==> src/rtl/ts_frm_pkg.sv <==
package ts_frm_pkg;

  localparam int BYTE_W = 8;
  localparam logic [BYTE_W-1:0] FILL_BYTE = 8'hFF;

  typedef enum logic {PK_NULL = 1'b0, PK_REAL = 1'b1} pkt_kind_e;

  // Content of an empty transport packet at a given position.
  function automatic logic [BYTE_W-1:0] null_pkt_byte(input int unsigned idx);
    case (idx)
      0:       return 8'h47;
      1:       return 8'h1F;
      3:       return 8'h10;
      default: return FILL_BYTE;
    endcase
  endfunction

endpackage

==> src/rtl/ts_pkt_counter.sv <==
module ts_pkt_counter #(
  parameter int PKT_LEN = 188,
  localparam int CNT_W = (PKT_LEN > 1) ? $clog2(PKT_LEN) : 1
) (
  input  logic             clk,
  input  logic             rst,
  input  logic             adv,
  output logic [CNT_W-1:0] pos,
  output logic             at_bound
);

  localparam logic [CNT_W-1:0] LAST = CNT_W'(PKT_LEN - 1);

  always_ff @(posedge clk) begin
    if (rst) begin
      pos <= '0;
    end else if (adv) begin
      pos <= (pos == LAST) ? '0 : pos + 1'b1;
    end
  end

  assign at_bound = (pos == '0);


  pos_range_chk: assert property (@(posedge clk) disable iff (rst)
    pos <= LAST);


  pos_wrap_chk: assert property (@(posedge clk) disable iff (rst)
    (adv && pos == LAST) |=> (pos == '0));

endmodule

==> src/rtl/ts_sync_ctrl.sv <==
module ts_sync_ctrl
  import ts_frm_pkg::*;
#(
  parameter logic [BYTE_W-1:0] SYNC_VAL = 8'h47
) (
  input  logic              clk,
  input  logic              rst,
  input  logic              adv,
  input  logic              at_bound,
  input  logic              fifo_half,
  input  logic              fifo_empty,
  input  logic [BYTE_W-1:0] fifo_data,
  output logic              fifo_rd,
  output logic              cur_real,
  output logic              use_fifo
);

  pkt_kind_e kind_q;
  logic      locked_q;

  logic hd_sync, head_ok, start_real, mismatch, in_real, hunting, drop;

  always_comb begin
    hd_sync    = (fifo_data == SYNC_VAL);
    head_ok    = fifo_half && !fifo_empty;
    start_real = at_bound && head_ok && hd_sync;
    mismatch   = at_bound && head_ok && !hd_sync;
    in_real    = !at_bound && (kind_q == PK_REAL);
    hunting    = !locked_q || mismatch;
    use_fifo   = start_real || (in_real && !fifo_empty);
    drop       = !in_real && !start_real && hunting && !fifo_empty && !hd_sync;
    cur_real   = start_real || in_real;
    fifo_rd    = adv && (use_fifo || drop);
  end

  always_ff @(posedge clk) begin
    if (rst) begin
      kind_q   <= PK_NULL;
      locked_q <= 1'b0;
    end else if (adv) begin
      if (at_bound) kind_q <= start_real ? PK_REAL : PK_NULL;
      if (start_real)    locked_q <= 1'b1;
      else if (mismatch) locked_q <= 1'b0;
    end
  end


  no_empty_read_chk: assert property (@(posedge clk) disable iff (rst)
    fifo_rd |-> !fifo_empty);


  keep_sync_chk: assert property (@(posedge clk) disable iff (rst)
    (fifo_rd && !cur_real) |-> (fifo_data != SYNC_VAL));


  lose_lock_chk: assert property (@(posedge clk) disable iff (rst)
    (adv && at_bound && fifo_half && !fifo_empty && fifo_data != SYNC_VAL)
      |=> (!locked_q && kind_q == PK_NULL));

endmodule

==> src/rtl/ts_out_stage.sv <==
module ts_out_stage
  import ts_frm_pkg::*;
#(
  parameter int CNT_W = 8,
  parameter logic [BYTE_W-1:0] SYNC_VAL = 8'h47
) (
  input  logic              clk,
  input  logic              rst,
  input  logic              adv,
  input  logic [CNT_W-1:0]  pos,
  input  logic              at_bound,
  input  logic              cur_real,
  input  logic              use_fifo,
  input  logic [BYTE_W-1:0] fifo_data,
  output logic [BYTE_W-1:0] ts_data,
  output logic              ts_start,
  output logic              ts_valid
);

  logic [BYTE_W-1:0] nxt_byte;

  always_comb begin
    if (use_fifo)      nxt_byte = fifo_data;
    else if (cur_real) nxt_byte = FILL_BYTE;
    else               nxt_byte = null_pkt_byte(int'(pos));
  end

  always_ff @(posedge clk) begin
    if (rst) begin
      ts_data  <= '0;
      ts_start <= 1'b0;
      ts_valid <= 1'b0;
    end else begin
      ts_valid <= adv;
      ts_start <= adv && at_bound;
      if (adv) ts_data <= nxt_byte;
    end
  end


  start_sync_chk: assert property (@(posedge clk) disable iff (rst)
    ts_start |-> (ts_valid && ts_data == SYNC_VAL));

endmodule

==> src/rtl/ts_resync_framer.sv <==
module ts_resync_framer
  import ts_frm_pkg::*;
#(
  parameter int PKT_LEN = 188,
  parameter logic [7:0] SYNC_VAL = 8'h47
) (
  input  logic       clk,
  input  logic       rst,
  input  logic       byte_en,
  input  logic       fifo_half,
  input  logic       fifo_empty,
  input  logic [7:0] fifo_data,
  output logic       fifo_rd,
  output logic [7:0] ts_data,
  output logic       ts_start,
  output logic       ts_valid
);

  localparam int CNT_W = (PKT_LEN > 1) ? $clog2(PKT_LEN) : 1;

  logic             adv;
  logic [CNT_W-1:0] pos;
  logic             at_bound, cur_real, use_fifo;

  assign adv = byte_en && !rst;

  ts_pkt_counter #(.PKT_LEN(PKT_LEN)) cnt_i (
    .clk(clk), .rst(rst), .adv(adv), .pos(pos), .at_bound(at_bound)
  );

  ts_sync_ctrl #(.SYNC_VAL(SYNC_VAL)) ctrl_i (
    .clk(clk), .rst(rst), .adv(adv), .at_bound(at_bound),
    .fifo_half(fifo_half), .fifo_empty(fifo_empty), .fifo_data(fifo_data),
    .fifo_rd(fifo_rd), .cur_real(cur_real), .use_fifo(use_fifo)
  );

  ts_out_stage #(.CNT_W(CNT_W), .SYNC_VAL(SYNC_VAL)) out_i (
    .clk(clk), .rst(rst), .adv(adv), .pos(pos), .at_bound(at_bound),
    .cur_real(cur_real), .use_fifo(use_fifo), .fifo_data(fifo_data),
    .ts_data(ts_data), .ts_start(ts_start), .ts_valid(ts_valid)
  );


  pkt_start_chk: assert property (@(posedge clk) disable iff (rst)
    (adv && at_bound) |=> ts_start);


  valid_strobe_chk: assert property (@(posedge clk) disable iff (rst)
    !byte_en |=> (!ts_valid && $stable(ts_data)));


  idle_no_read_chk: assert property (@(posedge clk) disable iff (rst)
    !byte_en |-> !fifo_rd);


  half_gate_chk: assert property (@(posedge clk) disable iff (rst)
    (adv && at_bound && !fifo_half) |-> !use_fifo);

endmodule

==> config.mk <==
export PLATFORM = sky130hd
export DESIGN_NAME = ts_resync_framer
export DESIGN_NICKNAME = d
export VERILOG_FILES = /design/src/rtl/ts_frm_pkg.sv /design/src/rtl/ts_pkt_counter.sv /design/src/rtl/ts_sync_ctrl.sv /design/src/rtl/ts_out_stage.sv /design/src/rtl/ts_resync_framer.sv
export SDC_FILE = /design/constraint.sdc
export NUM_CORES = 1
export LEC_CHECK = 0
export ABC_CLOCK_PERIOD_IN_PS = 2029
export BUFFER_PORTS_ARGS = -buffer_cell sky130_fd_sc_hd__buf_2
export CAP_MARGIN = 30
export CORE_MARGIN = 5
export CORE_UTILIZATION = 52
export CTS_CLUSTER_DIAMETER = 80
export DETAILED_ROUTE_END_ITERATION = 8
export GPL_TIMING_DRIVEN = 0
export PLACE_DENSITY = 0.84
export SLEW_MARGIN = 25
export SYNTH_ARGS = -nofsm -noshare
export SYNTH_HDL_FRONTEND = slang
export SYNTH_SLANG_ARGS = --single-unit
==> constraint.sdc <==
create_clock -name clk -period 2.03 [get_ports clk]
set_input_delay 0.406 -clock clk [delete_from_list [all_inputs] [get_ports clk]]
set_output_delay 0.406 -clock clk [all_outputs]
set_load 0.01 [all_outputs]
=== Yosys cells after proc, flatten, opt, wreduce, memory -nomap -nowiden ===
Cells that the tools add are included.

* $add $sub $neg: 1
* Eq/ne operators: 4
* Multiplexer cells: 7
* Reduce and logical (&&, ||, !) cells: 28

{| class="wikitable"
|+ Operators by type and width
! kind !! count
|-
| $mux W8 || 3
|-
| $pmux W8 S3 || 1
|-
| $logic_and A1 B1 Y1 || 13
|-
| $add A8 B1 Y8 const B || 1
|-
| $eq A8 B1 Y1 const B || 1
|-
| $eq A8 B2 Y1 const B || 1
|-
| $eq A8 B7 Y1 const B || 1
|-
| $eq A8 B8 Y1 const B || 1
|-
| $logic_not A8 Y1 || 1
|-
| $logic_not A1 Y1 || 7
|-
| $logic_or A1 B1 Y1 || 4
|-
| $reduce_and A2 Y1 || 2
|-
| $mux W1 || 3
|-
| $reduce_bool A2 Y1 || 1
|}

* Register bits after elaboration: 20
* Bits of input ports: 13
* Logic and storage cells: 46

=== Depth between registers and ports, before layout ===
Gate-level depths: netlist of run 1.

* Depth after elaboration: 11
* Gate-level depth with buffers: 6

=== Cells and area by module ===
From an unflattened synthesis of run 1, not the netlist that was laid out.

* Cells, all modules: 114
* Area total of the unflattened synthesis: 1032.2 um2

{| class="wikitable"
|+ Modules (own cells, without submodules)
! module !! times used !! cells an instance !! area each (um2) !! seq. area each (um2)
|-
| ts_pkt_counter || 1 || 49 || 427.9 || 160.2
|-
| ts_out_stage || 1 || 45 || 424.2 || 200.2
|-
| ts_sync_ctrl || 1 || 19 || 166.4 || 40.0
|-
| ts_resync_framer || 1 || 1 || 13.8 || 0.0
|}

=== Worst setup path before layout of run 1 ===
No wires, ideal clock.

* Kind: reg2out
* Start point: register cnt_i.pos[7]
* End point: output port fifo_rd
* Data arrival time: 1.583 ns
* Setup slack: 0.041 ns
* Stages on the path, launching flop included: 5
* Cell sequence: dfxtp_1 -> or4_4 -> nor3_4 -> mux2i_1 -> a211oi_1

* Longest elaborated chain between the ends: 10
* Elaborated cells on any way between the ends: 17

{| class="wikitable"
|+ RTL lines
! element !! line !! source
|-
| start, declared || ts_pkt_counter.sv:8 || <nowiki>output logic [CNT_W-1:0] pos,</nowiki>
|-
| start signal, assigned || ts_pkt_counter.sv:18 || <nowiki>pos <= (pos == LAST) ? '0 : pos + 1'b1;</nowiki>
|-
| $logic_not A8 Y1 * || ts_pkt_counter.sv:22 || <nowiki>assign at_bound = (pos == '0);</nowiki>
|-
| $logic_not A1 Y1 or $logic_and A1 B1 Y1 (tied branches) || ts_sync_ctrl.sv:28, ts_sync_ctrl.sv:26, ts_sync_ctrl.sv:27 ||
|-
| $logic_and A1 B1 Y1, on equally long branches || ts_sync_ctrl.sv:28, ts_sync_ctrl.sv:26 ||
|-
| $logic_not A1 Y1 || ts_sync_ctrl.sv:31 || <nowiki>drop = !in_real && !start_real && hunting && !fifo_empty && !hd_sync;</nowiki>
|-
| $logic_and A1 B1 Y1 (4 in a row) || ts_sync_ctrl.sv:31 ||
|-
| $logic_or A1 B1 Y1 * || ts_sync_ctrl.sv:33 || <nowiki>fifo_rd = adv && (use_fifo || drop);</nowiki>
|-
| $logic_and A1 B1 Y1 * || ts_sync_ctrl.sv:33 ||
|-
| end, declared || ts_resync_framer.sv:13 || <nowiki>output logic fifo_rd,</nowiki>
|}

Mark *: on every way between the ends. The rest lies on a longest branch, timed or not.

=== Worst setup path in the final report of run 1 ===
* Start point: register cnt_i.pos[4]
* End point: output port fifo_rd

Same word-level chain as after synthesis.

==> flow_summary.toml, run 1 <==
[outcome]
result_of_the_run = "finished, violations left"
failed_checks = "negative setup slack"

[finish]
layoutNonFillerInstCount = 184
post_route_cells_drive_above_1_share = 0.2803
nNetsFinal = 174
final_design_instance_area_without_fill_um2 = 1311
n_antenna_cell = 0
n_fill_cell = 193
syn2layout_area_growth_pct = 21.44
layout.cells.most_common_list = "sky130_fd_sc_hd__buf_2, sky130_fd_sc_hd__dfxtp_1, sky130_fd_sc_hd__nand2_1"
multi_input_area_um2 = 625.6
final_core_utilization = 0.6684
leading_cell_type_in_the_layout_fill_and_taps_excluded = "sky130_fd_sc_hd__buf_2"
layout.area.seq_um2 = 405.4

[logic_synthesis]
yosys.cell_types.count = 42
synth_flop_cell = "sky130_fd_sc_hd__dfxtp_1"
synth_area_um2 = 1080
synthesis.yosys.warnings = 0
postSynthNetCount = 144
syn-mean-instance-area_um2 = 8.436
number_of_flops_mapped_to_enable_cells_by_yosys = 0
synth_sequential_area_ratio = 0.3708
fraction_of_registers_with_async_set_or_reset_after_synthesis = 0
ys_ff_latch = 20
synthCells = 128

[worst_setup_path]
critical-path-top-delay-family = "simple AND/OR/NAND/NOR gates"
worst-endpoint-arrival_ps = 1960
worstSetupPathDepth = 5
worst-setup-path-type = "reg -> out"
required_time_at_the_endpoint_of_the_critical_path_ps = 1620
timing.critical_path.slowest_stage_cell = "sky130_fd_sc_hd__or4_4"
critical_r2r_launch = "cnt_i.pos[4]"
reg2regPathDepth = 5
cp_max_fo = 2
endpoint_kind = "primary output"
path_cells = "or4_4, nor3_4, mux2i_1, a211oi_2, buf_2"
timing.critical_path.to = "fifo_rd"
path_buf_inv = 1
critPathMaxStageDelay_ps = 560
timing.critical_path.from = "cnt_i.pos[4]"
start_kind = "flop"
regToRegSetupSlack_ps = 100
critical_path.reg2reg.endpoint = "out_i.ts_data[6]"

[job]
drv_cap = 0

[die]
boundaryPins = 24
die-height_um = 55.57
fp.coreArea_um2 = 1962
floorplan.die_area_um2 = 3088
dieWidth_um = 55.57
standard_cell_row_count = 16
initial_core_util = 0.5504

[place]
dpl.cell_count = 177
place_hpwl_um = 1866
io_buffer_count = 22
finalWeightedCongestion = 0.9481
detailed_place.area_um2 = 1224

[global_routing]
global_route_wire_length_before_repair_um = 4202
global_route.overflow_total = 0
number_of_antenna_violations_at_the_first_check_in_global_routing = 0
all_layer_global_routing_usage = 0.1684
number_of_global_route_vias_before_repair = 982
grt_start_max_net_pins = 13

[timing]
max_freq_ghz = 0.4233
postLayoutSetupSlackWorst_ps = -332.6
timing.max_slew.rel_slack = 0.5050
tns_ps = -332.6
fin_skew_ps = 3.340
fin_crit_ps = 2363
final_hold_vios = 0
period_share = 1.164
setup_violations = 1
worst-slew-pin-transition_ps = 736.1
grt_setup_unrepaired = "yes"
slew_viol_final = 0

[clock_network]
h-tree-depth = 1
clkSinkCount = 20
cts.root.buffer_cell = "sky130_fd_sc_hd__clkbuf_4"
number_of_buffers_added_by_the_clock_tree_synthesis_step = 3
tritoncts_clock_tree = "built"
path_clk_slew_ps = 120
cts.hold.buffers_added = 0
clk-insertion-delay-late_ps = 310
clock_tree.buffer_depth = 2

[route]
vias_after_detailed_routing = 1060
totalWireLength_um = 2541
drt-initial-drc-count = 17
post_drt_via_cell_ratio = 5.761
drtPass1Iterations = 4
postRouteAntennaNets = 0
remaining_drc_errors = 0
route.detailed.wl_per_inst_um = 13.81

[pwr]
vdd_drop_max_mv = 0.3949
power.density_nw_per_um2 = 666.8
p_leak_nw = 0.5732

[min_path]
min_path_type = "in -> reg"
## per-layer routing
metal,part of all wire,vias to the layer above,GRT usage
met5,0,-,0
met4,0.030,0,0.09375
met3,0.086,15,0.03712
met2,0.47,44,0.2838
met1,0.41,476,0.1955
li1,-,525,-
## worst min-delay path by stage
stage | slack, ps | cells past startpoint | from | to
after detailed placement | 450 | 2 | out_i.ts_data[5] | out_i.ts_data[5]
after floorplan | 440 | 2 | ctrl_i.locked_q | ctrl_i.locked_q
after CTS | 280 | 2 | rst | ctrl_i.kind_q
final | 280 | 2 | rst | ctrl_i.kind_q
after global placement | 440 | 2 | out_i.ts_data[5] | out_i.ts_data[5]
after global routing | 280 | 2 | rst | ctrl_i.locked_q
## where the power goes
group          total (mW)  switching (mW)  internal, mW
logic               0.127          0.0695        0.0573
registers           0.415         0.00817         0.407
clock network       0.332           0.133         0.200
total               0.874           0.210         0.664
## worst reg2reg max path: cells and delay by family (launching register included)
| family | cells | cell delay [ps] |
|---|---|---|
| AO/OA/AOI/OAI | 3 | 760 |
| AND/OR/NAND/NOR | 1 | 610 |
| flip-flops | 1 | 360 |
| buffers and inverters | 1 | 140 |
## sequential cells by signal, indices dropped and copies added, names as in the netlist
register / count
out_i.ts_start: 1
out_i.ts_data: 8
out_i.ts_valid: 1
cnt_i.pos: 8
ctrl_i.kind_q: 1
ctrl_i.locked_q: 1
## cell families after synthesis
logic type / count (synthesis) / synth area share
AOI/OAI and AO/OA: 26 / 0.1727
xor gates and xnor gates: 6 / 0.04868
adders and majority gates: 3 / 0.03477
buffers and inverters: 12 / 0.05677
DFF: 20 / 0.3708
muxes: 1 / 0.009270
and+or+nand+nor: 60 / 0.3071
## final cells by class
cell class,count,area share
inverters,8,0.02290
well taps,27,0.02576
multi-input cells,96,0.4771
clock inverters,1,0.02290
clock buffers,3,0.01718
plain buffers,4,0.02385
flip-flops and latches,20,0.3092
repair buffers,25,0.1011
## metrics by stage
stage          total power [mW]  worst slack, ps  hold slack, ps
6_report                 0.8744           -332.6           278.1
5_1_grt                  0.9079           -369.7           276.3
4_1_cts                  0.8722           -288.0           278.6
3_5_place_dp             0.5455           -94.01           446.0
3_3_place_gp             0.5420           -30.48           439.6
2_1_floorplan            0.5012            40.80           441.1
## cell usage after synthesis (3+ instances only)
library cell | instances | share of area
sky130_fd_sc_hd__a21oi_1 | 6 | 0.028
sky130_fd_sc_hd__dfxtp_1 | 20 | 0.37
sky130_fd_sc_hd__ha_1 | 3 | 0.035
sky130_fd_sc_hd__inv_1 | 8 | 0.028
sky130_fd_sc_hd__nand2_1 | 13 | 0.045
sky130_fd_sc_hd__nand2b_1 | 3 | 0.017
sky130_fd_sc_hd__nand3_1 | 4 | 0.019
sky130_fd_sc_hd__nand4_1 | 5 | 0.029
sky130_fd_sc_hd__nor2_1 | 11 | 0.038
sky130_fd_sc_hd__nor3_1 | 6 | 0.028
sky130_fd_sc_hd__nor4_1 | 3 | 0.017
sky130_fd_sc_hd__o311a_1 | 3 | 0.028
sky130_fd_sc_hd__o31ai_1 | 3 | 0.021
sky130_fd_sc_hd__or2_2 | 4 | 0.023
sky130_fd_sc_hd__xnor2_1 | 3 | 0.024
sky130_fd_sc_hd__xor2_1 | 3 | 0.024
## what timing repair did
| item | 4_1_cts | 5_1_grt |
|---|---|---|
| buffers inserted | 3 | 0 |
| endpoints found under the setup margin | 1 | 5 |
| gates resized for setup | 3 | 2 |
| pin swaps | 3 | 0 |
Power figures use the tool's default switching activity.
==> inputs of run 2 (changes only) <==
==> constraint.sdc (replaced) <==
create_clock -name clk -period 2.03 [get_ports clk]
set_input_delay 0.406 -clock clk [delete_from_list [all_inputs] [get_ports clk]]
set_output_delay 0.406 -clock clk [all_outputs]
set_load 0.02 [all_outputs]
==> flow_summary.toml, run 2 (synthesized netlist as in run 1, its figures left out) <==
[worst_setup_path]
regToRegSetupSlack_ps = 70
required_time_at_the_endpoint_of_the_critical_path_ps = 1620
worst-setup-path-type = "reg -> out"
reg2regPathDepth = 5
timing.critical_path.from = "cnt_i.pos[4]"
critical_path.reg2reg.endpoint = "out_i.ts_data[1]"
timing.critical_path.slowest_stage_cell = "sky130_fd_sc_hd__or4_4"
start_kind = "flop"
path_cells = "or4_4, nor3_4, mux2i_1, a211oi_2, buf_4"
path_buf_inv = 1
endpoint_kind = "primary output"
critical_r2r_launch = "cnt_i.pos[4]"
critPathMaxStageDelay_ps = 550
critical-path-top-delay-family = "simple AND/OR/NAND/NOR gates"
worst-endpoint-arrival_ps = 1870
cp_max_fo = 2

[die]
floorplan.die_area_um2 = 3088
boundaryPins = 24
initial_core_util = 0.5504
dieWidth_um = 55.57
die-height_um = 55.57
standard_cell_row_count = 16
fp.coreArea_um2 = 1962

[timing]
max_freq_ghz = 0.4399
fin_skew_ps = 0.6679
setup_violations = 1
worst-slew-pin-transition_ps = 768.5
timing.max_slew.rel_slack = 0.4833
postLayoutSetupSlackWorst_ps = -243.4
slew_viol_final = 0
tns_ps = -243.4
period_share = 1.120
grt_setup_unrepaired = "yes"
fin_crit_ps = 2273
final_hold_vios = 0

[pwr]
p_sw_frac = 0.2677
power_frac_comb = 0.176
power.density_nw_per_um2 = 604.0
cell_internal_pwr_uw = 573.9
share_seq_of_total_power = 0.530
p_leak_nw = 0.5664
pwr-share-clk = 0.294
switchingPower_uw = 209.8
total_power_uw = 783.7
vdd_drop_max_mv = 0.4441

[finish]
layout.cells.most_common_list = "sky130_fd_sc_hd__buf_2, sky130_fd_sc_hd__dfxtp_1, sky130_fd_sc_hd__nand2_1"
syn2layout_area_growth_pct = 20.16
final_design_instance_area_without_fill_um2 = 1297
n_fill_cell = 174
biggestRegsByFlops = "cnt_i.pos (8), out_i.ts_data (8)"
post_route_cells_drive_above_1_share = 0.2803
leading_cell_type_in_the_layout_fill_and_taps_excluded = "sky130_fd_sc_hd__buf_2"
nNetsFinal = 174
n_antenna_cell = 0

[min_path]
hold_end = "out_i.ts_data[6]"
min_path_type = "in -> reg"
worst_hold_path.num_cells = 2
min_from = "rst"

[route]
totalWireLength_um = 2588
drt-initial-drc-count = 52
route.detailed.wl_per_inst_um = 14.07
vias_after_detailed_routing = 1064
postRouteAntennaNets = 0
remaining_drc_errors = 0
drtPass1Iterations = 6
post_drt_via_cell_ratio = 5.783

[global_routing]
all_layer_global_routing_usage = 0.1737
grt_start_max_net_pins = 12
number_of_global_route_vias_before_repair = 1069
number_of_antenna_violations_at_the_first_check_in_global_routing = 0
global_route.overflow_total = 0
global_route_wire_length_before_repair_um = 4478

[clock_network]
cts.root.buffer_cell = "sky130_fd_sc_hd__clkbuf_4"
tritoncts_clock_tree = "built"
clk-insertion-delay-late_ps = 300
h-tree-depth = 1
path_clk_slew_ps = 110
cts.hold.buffers_added = 0
clock_tree.buffer_depth = 2
clkSinkCount = 20
number_of_buffers_added_by_the_clock_tree_synthesis_step = 3

[place]
detailed_place.area_um2 = 1229
io_buffer_count = 22
place_hpwl_um = 1919
finalWeightedCongestion = 0.8702

[outcome]
failed_checks = "negative setup slack"
result_of_the_run = "finished, violations left"

[job]
drv_cap = 0
==> run 2: worst max-delay path by stage <==
| stage | endpoint | slack [ps] | cells after the start |
|---|---|---|---|
| 2_1_floorplan | fifo_rd | 30 | 4 |
| 3_3_place_gp | fifo_rd | -70 | 5 |
| 3_5_place_dp | fifo_rd | -60 | 5 |
| 4_1_cts | fifo_rd | -250 | 5 |
| 5_1_grt | fifo_rd | -350 | 5 |
| 6_report | fifo_rd | -240 | 5 |
==> run 2: final cells by class <==
class,count,area [µm²],share of cell area
tap,27,33.78,0.02604
inverter,8,30.03,0.02314
timing repair buffer,25,135.1,0.1041
multi-input combinational,96,625.6,0.4822
buffer,4,31.28,0.02411
sequential,20,405.4,0.3124
clock buffer,4,36.28,0.02797
==> run 2: power groups by stage <==
stage               Clock, mW  Sequential [mW]  Combinational, mW
floorplan                   0            0.442             0.0708
global placement            0            0.424              0.130
detailed placement          0            0.425              0.132
CTS                     0.235            0.415              0.136
global route            0.258            0.417              0.152
finish                  0.231            0.415              0.138
==> run 2: per-stage QoR <==
stage | cells | setup slack [ps] | util | hold WS [ps]
4_1_cts | 184 | -248.5 | 0.6601 | 299.7
3_5_place_dp | 177 | -58.04 | 0.6263 | 436.1
5_1_grt | 184 | -345.8 | 0.6614 | 295.9
6_report | 184 | -243.4 | 0.6614 | 301.4
3_3_place_gp | 177 | -67.05 | 0.6263 | 435.8
2_1_floorplan | 128 | 32.67 | - | 441.1
==> run 2: routing by layer <==
metal | track usage | routed length (µm) | vias to the layer above
li1 | - | - | 524
met1 | 0.2250 | 1077 | 485
met2 | 0.2787 | 1233 | 51
met3 | 0.03016 | 252 | 4
met4 | 0.07986 | 24 | 0
met5 | 0 | 0 | -
==> run 2: repair_timing <==
item / in CTS / in global routing
setup endpoints to repair: 1 / 3
gates resized for setup: 4 / 1
setup buffers: 3 / 0
pin swaps: 2 / 0
==> inputs of run 3 (changes only) <==
--- a/config.mk
+++ b/config.mk
@@ -5,15 +5,16 @@
 export SDC_FILE = /design/constraint.sdc
 export NUM_CORES = 1
 export LEC_CHECK = 0
-export ABC_CLOCK_PERIOD_IN_PS = 2029
+export ABC_AREA = 1
+export ABC_CLOCK_PERIOD_IN_PS = 2050
 export BUFFER_PORTS_ARGS = -buffer_cell sky130_fd_sc_hd__buf_2
-export CAP_MARGIN = 30
+export CAP_MARGIN = 20
 export CORE_MARGIN = 5
-export CORE_UTILIZATION = 52
+export CORE_UTILIZATION = 48
 export CTS_CLUSTER_DIAMETER = 80
 export DETAILED_ROUTE_END_ITERATION = 8
 export GPL_TIMING_DRIVEN = 0
-export PLACE_DENSITY = 0.84
+export PLACE_DENSITY = 0.81
 export SLEW_MARGIN = 25
 export SYNTH_ARGS = -nofsm -noshare
 export SYNTH_HDL_FRONTEND = slang
==> constraint.sdc (replaced) <==
create_clock -name clk -period 2.05 [get_ports clk]
set_input_delay 0.41 -clock clk [delete_from_list [all_inputs] [get_ports clk]]
set_output_delay 0.41 -clock clk [all_outputs]
set_load 0.02 [all_outputs]
==> flow_summary.toml, run 3 <==
[logic_synthesis]
synth_top_cell_area_share = 0.3563
syn-mean-instance-area_um2 = 7.249
number_of_flops_mapped_to_enable_cells_by_yosys = 0
synthCells = 155
yosys.area.top_type = "sky130_fd_sc_hd__dfxtp_1"
yosys.cell_types.count = 23
post-synth-top-count-cell = "sky130_fd_sc_hd__nand2_1"
synth_area_um2 = 1124
ys_ff_latch = 20
synthesis.yosys.warnings = 0
synth_sequential_area_ratio = 0.3563
yosys-top-cells-area = "sky130_fd_sc_hd__dfxtp_1, sky130_fd_sc_hd__nand2_1, sky130_fd_sc_hd__a21oi_1"
synth_flop_cell = "sky130_fd_sc_hd__dfxtp_1"
postSynthNetCount = 171
synth_commonest_cells = "sky130_fd_sc_hd__nand2_1, sky130_fd_sc_hd__dfxtp_1, sky130_fd_sc_hd__inv_1, sky130_fd_sc_hd__a21oi_1, sky130_fd_sc_hd__nor2_1"
fraction_of_registers_with_async_set_or_reset_after_synthesis = 0

[timing]
slew_viol_final = 0
worst-slew-pin-transition_ps = 373.8
fin_crit_ps = 1961
final_hold_vios = 0
period_share = 0.9566
timing.max_slew.rel_slack = 0.7489
tns_ps = 0
setup_violations = 0
finalHoldWorstSlack_ps = 390.9
max_freq_ghz = 0.5099
fin_skew_ps = 1.787

[worst_setup_path]
worst-endpoint-arrival_ps = 1550
start_kind = "flop"
endpoint_kind = "primary output"
worst-setup-path-type = "reg -> out"
cp_max_fo = 5
required_time_at_the_endpoint_of_the_critical_path_ps = 1640

[finish]
final_design_instance_area_without_fill_um2 = 1381
final_core_utilization = 0.6185
multi_input_area_um2 = 646.9
n_fill_cell = 202
biggestRegsByFlops = "cnt_i.pos (8), out_i.ts_data (8)"
layout.cells.most_common_list = "sky130_fd_sc_hd__nand2_1, sky130_fd_sc_hd__buf_2, sky130_fd_sc_hd__inv_1"
syn2layout_area_growth_pct = 22.94
layout.area.seq_um2 = 405.4
n_antenna_cell = 0
nNetsFinal = 205
leading_cell_type_in_the_layout_fill_and_taps_excluded = "sky130_fd_sc_hd__nand2_1"
post_route_cells_drive_above_1_share = 0.3155

[place]
io_buffer_count = 23
finalWeightedCongestion = 0.8577
detailed_place.area_um2 = 1274
place_hpwl_um = 1926

[route]
drt-initial-drc-count = 27
post_drt_via_cell_ratio = 5.279
postRouteAntennaNets = 0
drtPass1Iterations = 4
route.detailed.wl_per_inst_um = 12.12
vias_after_detailed_routing = 1135
remaining_drc_errors = 0
totalWireLength_um = 2605

[global_routing]
number_of_antenna_violations_at_the_first_check_in_global_routing = 0
global_route_wire_length_before_repair_um = 4174
global_route.overflow_total = 0
grt_start_max_net_pins = 11
number_of_global_route_vias_before_repair = 1038
all_layer_global_routing_usage = 0.1516

[clock_network]
cts.hold.buffers_added = 0
clock_tree.buffer_depth = 2
path_clk_slew_ps = 110
cts.root.buffer_cell = "sky130_fd_sc_hd__clkbuf_4"
clkSinkCount = 20
tritoncts_clock_tree = "built"
clk-insertion-delay-late_ps = 290
h-tree-depth = 1
number_of_buffers_added_by_the_clock_tree_synthesis_step = 3

[die]
dieWidth_um = 58.38
die-height_um = 58.38
standard_cell_row_count = 17
boundaryPins = 24
initial_core_util = 0.5031
fp.coreArea_um2 = 2233
floorplan.die_area_um2 = 3408

[outcome]
result_of_the_run = "finished clean"

[pwr]
vdd_drop_max_mv = 0.5814
p_leak_nw = 0.6751
power.density_nw_per_um2 = 540.4

[job]
drv_cap = 0

[min_path]
min_path_type = "in -> reg"
[run 3: kinds of logic (layout without fill, tap and decap cells)]
logic type,after synthesis,count (layout),share of synthesized area
simple gates,80,80,0.3909
buf+inv,25,57,0.09242
compound gates,27,27,0.1269
fa+ha+maj,3,3,0.03341
flops,20,20,0.3563
[run 3: per-stage QoR]
| stage | total power [mW] | cells | worst slack, ps |
|---|---|---|---|
| 3_5_place_dp | 0.5494 | 206 | 94.39 |
| 4_1_cts | 0.7359 | 210 | 7.227 |
| 6_report | 0.7465 | 215 | 88.93 |
| 3_3_place_gp | 0.5458 | 206 | 168.0 |
| 5_1_grt | 0.7834 | 215 | -22.28 |
| 2_1_floorplan | 0.5057 | 155 | 309.7 |
[run 3: power by group]
part           internal, mW  switching [mW]  total [mW]
registers             0.404         0.00759       0.412
clock network        0.0683           0.118       0.186
logic                0.0587          0.0900       0.149
total                 0.531           0.215       0.746
[run 3: repair_timing]
| item | 4_1_cts | 5_1_grt |
|---|---|---|
| setup endpoints to repair | 1 | 1 |
| gates resized for setup | 7 | 8 |
| buffers inserted | 1 | 5 |
| gates cloned | 0 | 0 |
| pin swaps | 0 | 3 |
[run 3: layout make-up]
class | count | area share
repair buffers | 29 | 0.1178
multi-input cells | 110 | 0.4683
clock buffers | 3 | 0.01630
inverters | 24 | 0.06884
well taps | 28 | 0.02536
flip-flops and latches | 20 | 0.2935
plain buffers | 1 | 0.009964
[run 3: final timing paths]
check	start	end	slack [ps]	depth (start not counted)
max	cnt_i.pos[1]	fifo_rd	90	10
max reg2reg	cnt_i.pos[0]	out_i.ts_data[1]	430	9
min reg2reg	out_i.ts_data[6]	out_i.ts_data[6]	480	2
min	rst	cnt_i.pos[1]	390	2
[run 3: critical path, stage by stage, from the launching register on]
cell                       delay [ps]
sky130_fd_sc_hd__dfxtp_2          380
sky130_fd_sc_hd__inv_4             60
sky130_fd_sc_hd__ha_4             160
sky130_fd_sc_hd__nand2_4           80
sky130_fd_sc_hd__inv_2             50
sky130_fd_sc_hd__nand2_4           80
sky130_fd_sc_hd__nand2_4           70
sky130_fd_sc_hd__o211ai_1         100
sky130_fd_sc_hd__nand3_1          100
sky130_fd_sc_hd__inv_1             60
sky130_fd_sc_hd__buf_4            130
[run 3: per-layer routing]
metal,track usage,vias up,part of all wire
met1,0.1858,537,0.45
li1,-,569,-
met4,0.04967,0,0.0054
met3,0.03509,2,0.051
met5,0,-,0
met2,0.2600,27,0.49
